<file path="src/rtl/mtncl_pkg.sv">
`timescale 1ns/1ps
package mtncl_pkg;
    // Function selector values for the combinational block.
    localparam int FN_BUF = 0;
    localparam int FN_AND = 1;
    localparam int FN_XOR = 2;
endpackage

</file>
<file path="src/rtl/mtncl_early_comp.sv">
`timescale 1ns/1ps
module mtncl_early_comp #(
    parameter int WIDTH = 4
) (
    input  logic             clk,
    input  logic             rst_n,
    input  logic             sleep_in,
    input  logic [WIDTH-1:0] in_t,
    input  logic [WIDTH-1:0] in_f,
    input  logic             ki,
    output logic [WIDTH-1:0] vis_t,
    output logic [WIDTH-1:0] vis_f,
    output logic             wake_next,
    output logic             ko
);
    typedef struct packed {
        logic done;
    } comp_state_t;

    comp_state_t st_d, st_q;
    logic        all_data;
    logic        all_null;

    always_comb begin
        // Upstream sleep forces the gates feeding this detector low.
        vis_t    = sleep_in ? '0 : in_t;
        vis_f    = sleep_in ? '0 : in_f;
        all_data = &(vis_t ^ vis_f);
        all_null = ~|(vis_t | vis_f);
        st_d     = st_q;
        if (!st_q.done && all_data && ki)
            st_d.done = 1'b1;
        else if (st_q.done && all_null && !ki)
            st_d.done = 1'b0;
        wake_next = st_d.done;
        ko        = ~st_q.done;
    end

    always_ff @(posedge clk or negedge rst_n) begin
        if (!rst_n)
            st_q <= '0;
        else
            st_q <= st_d;
    end

    AST_SLEEPIN_NO_WAKE: assert property (@(posedge clk) disable iff (!rst_n)
        (sleep_in && ko) |=> ko);
endmodule

</file>
<file path="src/rtl/mtncl_sleep_reg.sv">
`timescale 1ns/1ps
module mtncl_sleep_reg #(
    parameter int WIDTH = 4
) (
    input  logic             clk,
    input  logic             rst_n,
    input  logic             wake_next,
    input  logic [WIDTH-1:0] d_t,
    input  logic [WIDTH-1:0] d_f,
    output logic [WIDTH-1:0] q_t,
    output logic [WIDTH-1:0] q_f
);
    typedef struct packed {
        logic [WIDTH-1:0] t;
        logic [WIDTH-1:0] f;
    } rail_state_t;

    rail_state_t rg_d, rg_q;

    // Each rail: 1-of-2 gate, one input is its own output; sleep clears it.
    always_comb begin
        rg_d = '0;
        for (int i = 0; i < WIDTH; i++) begin
            rg_d.t[i] = wake_next & (rg_q.t[i] | d_t[i]);
            rg_d.f[i] = wake_next & (rg_q.f[i] | d_f[i]);
        end
    end

    always_ff @(posedge clk or negedge rst_n) begin
        if (!rst_n)
            rg_q <= '0;
        else
            rg_q <= rg_d;
    end

    assign q_t = rg_q.t;
    assign q_f = rg_q.f;
endmodule

</file>
<file path="src/rtl/mtncl_comb.sv">
`timescale 1ns/1ps
module mtncl_comb
    import mtncl_pkg::*;
#(
    parameter int WIDTH = 4,
    parameter int FUNC  = FN_AND
) (
    input  logic             sleep,
    input  logic [WIDTH-1:0] a_t,
    input  logic [WIDTH-1:0] a_f,
    output logic [WIDTH-1:0] y_t,
    output logic [WIDTH-1:0] y_f
);
    logic [WIDTH-1:0] raw_t, raw_f;

    for (genvar i = 0; i < WIDTH; i++) begin : g_bit
        localparam int NB = (i + 1) % WIDTH;
        if (FUNC == FN_BUF) begin : g_buf
            assign raw_t[i] = a_t[i];
            assign raw_f[i] = a_f[i];
        end else if (FUNC == FN_AND) begin : g_and
            assign raw_t[i] = a_t[i] & a_t[NB];
            assign raw_f[i] = a_f[i] | a_f[NB];
        end else begin : g_xor
            assign raw_t[i] = (a_t[i] & a_f[NB]) | (a_f[i] & a_t[NB]);
            assign raw_f[i] = (a_t[i] & a_t[NB]) | (a_f[i] & a_f[NB]);
        end
    end

    // Sleep pulls every gate output low.
    always_comb begin
        y_t = sleep ? '0 : raw_t;
        y_f = sleep ? '0 : raw_f;
    end
endmodule

</file>
<file path="src/rtl/mtncl_stage.sv">
`timescale 1ns/1ps
module mtncl_stage
    import mtncl_pkg::*;
#(
    parameter int WIDTH = 4,
    parameter int FUNC  = FN_AND
) (
    input  logic             clk,
    input  logic             rst_n,
    input  logic             sleep_in,
    input  logic [WIDTH-1:0] in_t,
    input  logic [WIDTH-1:0] in_f,
    input  logic             ki,
    output logic             ko,
    output logic [WIDTH-1:0] out_t,
    output logic [WIDTH-1:0] out_f
);
    logic [WIDTH-1:0] vis_t, vis_f;
    logic [WIDTH-1:0] reg_t, reg_f;
    logic             wake_next;

    mtncl_early_comp #(.WIDTH(WIDTH)) u_comp (
        .clk       (clk),
        .rst_n     (rst_n),
        .sleep_in  (sleep_in),
        .in_t      (in_t),
        .in_f      (in_f),
        .ki        (ki),
        .vis_t     (vis_t),
        .vis_f     (vis_f),
        .wake_next (wake_next),
        .ko        (ko)
    );

    mtncl_sleep_reg #(.WIDTH(WIDTH)) u_reg (
        .clk       (clk),
        .rst_n     (rst_n),
        .wake_next (wake_next),
        .d_t       (vis_t),
        .d_f       (vis_f),
        .q_t       (reg_t),
        .q_f       (reg_f)
    );

    mtncl_comb #(.WIDTH(WIDTH), .FUNC(FUNC)) u_comb (
        .sleep (ko),
        .a_t   (reg_t),
        .a_f   (reg_f),
        .y_t   (out_t),
        .y_f   (out_f)
    );

    AST_SLEEP_EMPTY_REG: assert property (@(posedge clk) disable iff (!rst_n)
        ko |-> ((reg_t | reg_f) == '0));
    AST_WHOLE_WAVE: assert property (@(posedge clk) disable iff (!rst_n)
        (((out_t | out_f) == '0) || ((out_t ^ out_f) == '1)));
    AST_WAKE_NEEDS_DATA: assert property (@(posedge clk) disable iff (!rst_n)
        $fell(ko) |-> ($past(ki) && !$past(sleep_in) && ($past(in_t ^ in_f) == '1)
                       && ($past(in_t & in_f) == '0)));
    AST_SLEEP_NEEDS_KI: assert property (@(posedge clk) disable iff (!rst_n)
        $rose(ko) |-> !$past(ki));
    AST_REG_HOLD: assert property (@(posedge clk) disable iff (!rst_n)
        (!ko && !$past(ko)) |-> (((reg_t & $past(reg_t)) == $past(reg_t))
                                 && ((reg_f & $past(reg_f)) == $past(reg_f))));
endmodule

</file>
<file path="config.mk">
export PLATFORM = sky130hd
export DESIGN_NAME = mtncl_stage
export DESIGN_NICKNAME = d
export VERILOG_FILES = /design/src/rtl/mtncl_pkg.sv /design/src/rtl/mtncl_early_comp.sv /design/src/rtl/mtncl_sleep_reg.sv /design/src/rtl/mtncl_comb.sv /design/src/rtl/mtncl_stage.sv
export SDC_FILE = /design/constraint.sdc
export NUM_CORES = 1
export LEC_CHECK = 0
export ABC_AREA = 1
export BUFFER_PORTS_ARGS = -buffer_cell sky130_fd_sc_hd__buf_2
export CORE_AREA = 3 3 40 42
export CTS_BUF_LIST = sky130_fd_sc_hd__clkbuf_4 sky130_fd_sc_hd__clkbuf_8
export CTS_CLUSTER_SIZE = 40
export DETAILED_ROUTE_END_ITERATION = 6
export DIE_AREA = 0 0 43 45
export GPL_TIMING_DRIVEN = 0
export PLACE_DENSITY_LB_ADDON = 0.08
export SLEW_MARGIN = 0
export SYNTH_ARGS = -nofsm -noshare
export SYNTH_HDL_FRONTEND = slang
export SYNTH_SLANG_ARGS = --single-unit
</file>
<file path="constraint.sdc">
create_clock -name clk -period 1.9 [get_ports clk]
set_input_delay 0.095 -clock clk [delete_from_list [all_inputs] [get_ports clk]]
set_output_delay 0.095 -clock clk [all_outputs]
set_load 0.05 [all_outputs]
</file>
==> summary.md <==
| Metric | Value |
|---|---|
| Result of the run | completed |
| Total clock buffers created by CTS | 3 |
| Met3 demand-to-capacity share in global routing | 3.19% |
| Area grow syn2layout | 30.0% |
| Clock root buffer | clkbuf_4 |
| Final Wtd Congestion | 0.749 |
| Number of buffer and inverter stages on the critical path | 2 |
| Startpoint of the most critical hold path | in_t[2] |
| TritonCTS Sinks | 9 |
| Post-CTS Setup Inserts | 0 |
| Synth Net Count | 83 |
| Via count of the first global-routing pass | 482 |
| Largest clock skew in the final design | 0.00213 ns |
| Post-Syn Instances | 67 |
| Hold-fix buffers at CTS | 1 |
| Total DRC errors in the routed layout | 0 |
| Met2 Track Usage GR | 23.1% |
| Count of placed standard cells including taps | 102 |
| Dominant cells by area after synthesis | dfrtp_1 (42%), a21oi_1 (19%), nand2_1 (9.9%) |
| N_diodes | 0 |
| Worst setup path start | u_comp.st_q |
| Number of gates resized after cts | 0 |
| Number of nets with antenna violations after detailed routing | 0 |
| Post-synthesis simple-gate area fraction | 20.0% |
| Count of endpoints failing setup in the final report | 0 |
| Site row count | 13 |
| Minimum setup slack after placement | 0.413 ns |
| Via count | 506 |
| Ranking of synthesized cells by instance count | a21oi_1 (20), nand2_1 (14), dfrtp_1 (9), inv_1 (9) |
| Share of the synthesized area in compound gates (AO/OA/AOI/OAI) | 18.9% |
| Max stage delay cell, worst path | dfrtp_1 |
| Setup ws final | 0.607 ns |
| Share of the synthesized area in the top cell type | 42.5% |
| Maximum buffer depth of the clock tree | 2 |
| Fraction of registers with async set or reset after synthesis | 100% |
| Data arrival time of the critical path | 1.20 ns |
| Initial antenna violation count | 0 |
| TritonRoute pass-1 iters | 2 |
| GRT Resource Usage Total | 14.2% |
| Clk pin slew, worst setup/hold paths | 0.06 ns |
| 1st-iter DRT viols | 1 |
| Worst Hold Class | input pin to flop |
| Number of placed I/O pins | 21 |
| Areal power density over the cells | 756 mW/mm2 |
| Final hold violations | 0 |
| # port buffers | 20 |
| Clock tree from TritonCTS | done |
| Shortest clock period the worst path allows after layout | 1.29 ns |
| Worst-skew pair later-pin latency | 0.26 ns |
| Number of fill cells in the layout | 142 |
| Part of the cycle the worst path needs | 68.0% |
| Die Area | 0.00194 mm2 |
| Sequential share of the synthesized area | 42.5% |
| Actual slew at the worst max-slew pin | 0.251 ns |
| Max Fanout on Critical Path | 10 |
| Global Route met1 Usage | 16.3% |
| Total standard cell area after synthesis | 531 um2 |
| Static Leak | 0.345 nW |
| Total wire length after detailed routing | 1.24 mm |
| FMAX | 0.774 GHz |
| Most instantiated library cell after synthesis | a21oi_1 |
| Maximum vdd ir drop | 0.000355 V |
| Combinational family with the most area after synthesis | simple AND/OR/NAND/NOR gates |
| Library cell occupying the most area in the post-synthesis netlist | dfrtp_1 |
| Worst path top cell family by delay | flip-flops |
| Die boundary width | 43 um |
| Final sum of negative setup slack | 0 ns |
| Post-Syn Area per Cell | 7.92 um2 |
| H-tree depth | 1 |
| Multiplexer area fraction after synthesis | 0% |
| Ordered cell list for the critical path | inv_4, nor3_1, buf_2 |
| Count of cell types in the netlist | 13 |
| Global-route layer with the greatest usage | met2 |
| Final Instance Count excl. Fillers | 107 |
| MaxCap Viol Count | 0 |
| Maximum number of pins on one net before global-route repair | 11 |
| Number of synthesized flops with an enable pin | 0 |
| Congestion Overflow GR | 0 |
| Number of vias per cell after detailed routing | 4.73 |
| Post-synthesis share of cell area spent on full adders, half adders and majority gates | 9.43% |
| Relative slew slack | 83.4% |
| Hpwl dp | 959 um |
| Die height | 45 um |
| Mean routed wirelength per cell | 11.6 um |
| Final nets | 109 |
| Startpoint Class | flop |
| Maximum cell stage delay along the critical path | 0.40 ns |
| Critical Path Sink Type | primary output |
| Fin. max-slew vios | 0 |
| Worst Path Class, Setup | flop to primary output |
| RSZ-0062 raised after global routing | false |
| Main synth FF type | dfrtp_1 |
| Initial cell density of the core | 41.3% |
| Finished layout cell area | 689 um2 |
| Count of yosys warnings during synthesis | 0 |
| Post-placement cell area | 649 um2 |
| Layout cells sized above 1 | 32.6% |
| Required arrival time at the worst endpoint | 1.80 ns |
| Synthesis-stage register bit count | 9 |
| Overall power consumption | 0.000521 W |
| Crit Reg-Reg Startpoint | u_comp.st_q |
| Placeable Area | 0.00128 mm2 |
| Synthesized-area fraction occupied by xor and xnor cells | 0% |
| Global-route wire length before repair | 1.99 mm |
-- state kept, by name, indices dropped and copies added, names as in the netlist --
| name | count |
|---|---|
| u_reg.q_t | 4 |
| u_reg.q_f | 4 |
| u_comp.st_q | 1 |
-- power breakdown --
group,switching [W],internal [W],leakage (nW)
logic,0.0000989,0.0000408,0.202
registers,0.0000113,0.000209,0.124
clock network,0.0000664,0.0000952,0.0184
-- stage by stage --
| stage | hold slack [ns] | util, % |
|---|---|---|
| finish | 0.124 | 53.7 |
| global route | 0.123 | 53.7 |
| CTS | 0.120 | 53.7 |
| detailed placement | -0.0455 | 50.5 |
| global placement | -0.0475 | 50.5 |
| floorplan | -0.201 | - |
-- cells in the final DEF, fill, tap and decap left out --
master and instances:
nand2_1 14, nor3_1 4, dlygate4sd3_1 1, inv_2 1, inv_4 1, inv_1 9
a21oi_1 20, dfrtp_1 9, ha_1 4, nand2_2 1, nand3_4 1, nor2_1 1
clkbuf_4 4, nor2_2 1, buf_2 21
-- worst reg2reg max path, cell delays in order, from the launching register on --
cell and delay, ns:
dfrtp_1 0.41, inv_4 0.13, nand3_4 0.14, a21oi_1 0.17
-- path summary, 6_finish.rpt --
| check | end | slack (ns) | cells past startpoint |
|---|---|---|---|
| worst min-delay path | u_reg.q_t[2] | 0.12 | 3 |
| max in group asynchronous | u_comp.st_q | 1.49 | 2 |
| min in group asynchronous | u_reg.q_t[2] | 0.23 | 2 |
| worst max-delay path | out_t[1] | 0.61 | 3 |
| worst min register to register | u_reg.q_t[0] | 0.52 | 2 |
| worst max register to register | u_reg.q_f[1] | 0.98 | 3 |
-- final cells by class --
cell class | instances | area (um2) | share of cell area (%)
clock buffers | 4 | 30.0 | 4.36
plain buffers | 1 | 5.00 | 0.726
flip-flops and latches | 9 | 225 | 32.7
well taps | 15 | 18.8 | 2.72
multi-input cells | 46 | 256 | 37.2
inverters | 11 | 43.8 | 6.35
repair buffers | 21 | 110 | 16.0
-- layer usage --
metal	wire (um)	part of all wire, %	up-vias
met4	29	2.3	0
met5	0	0	-
li1	-	-	269
met1	517	42	224
met3	55	4.4	4
met2	634	51	9
-- cells by family (layout without fill, tap and decap cells) --
group,after synthesis,in the layout
simple gates,22,22
fa+ha+maj,4,4
flops,9,9
buf+inv,12,37
compound gates,20,20
Power figures use the tool's default switching activity.
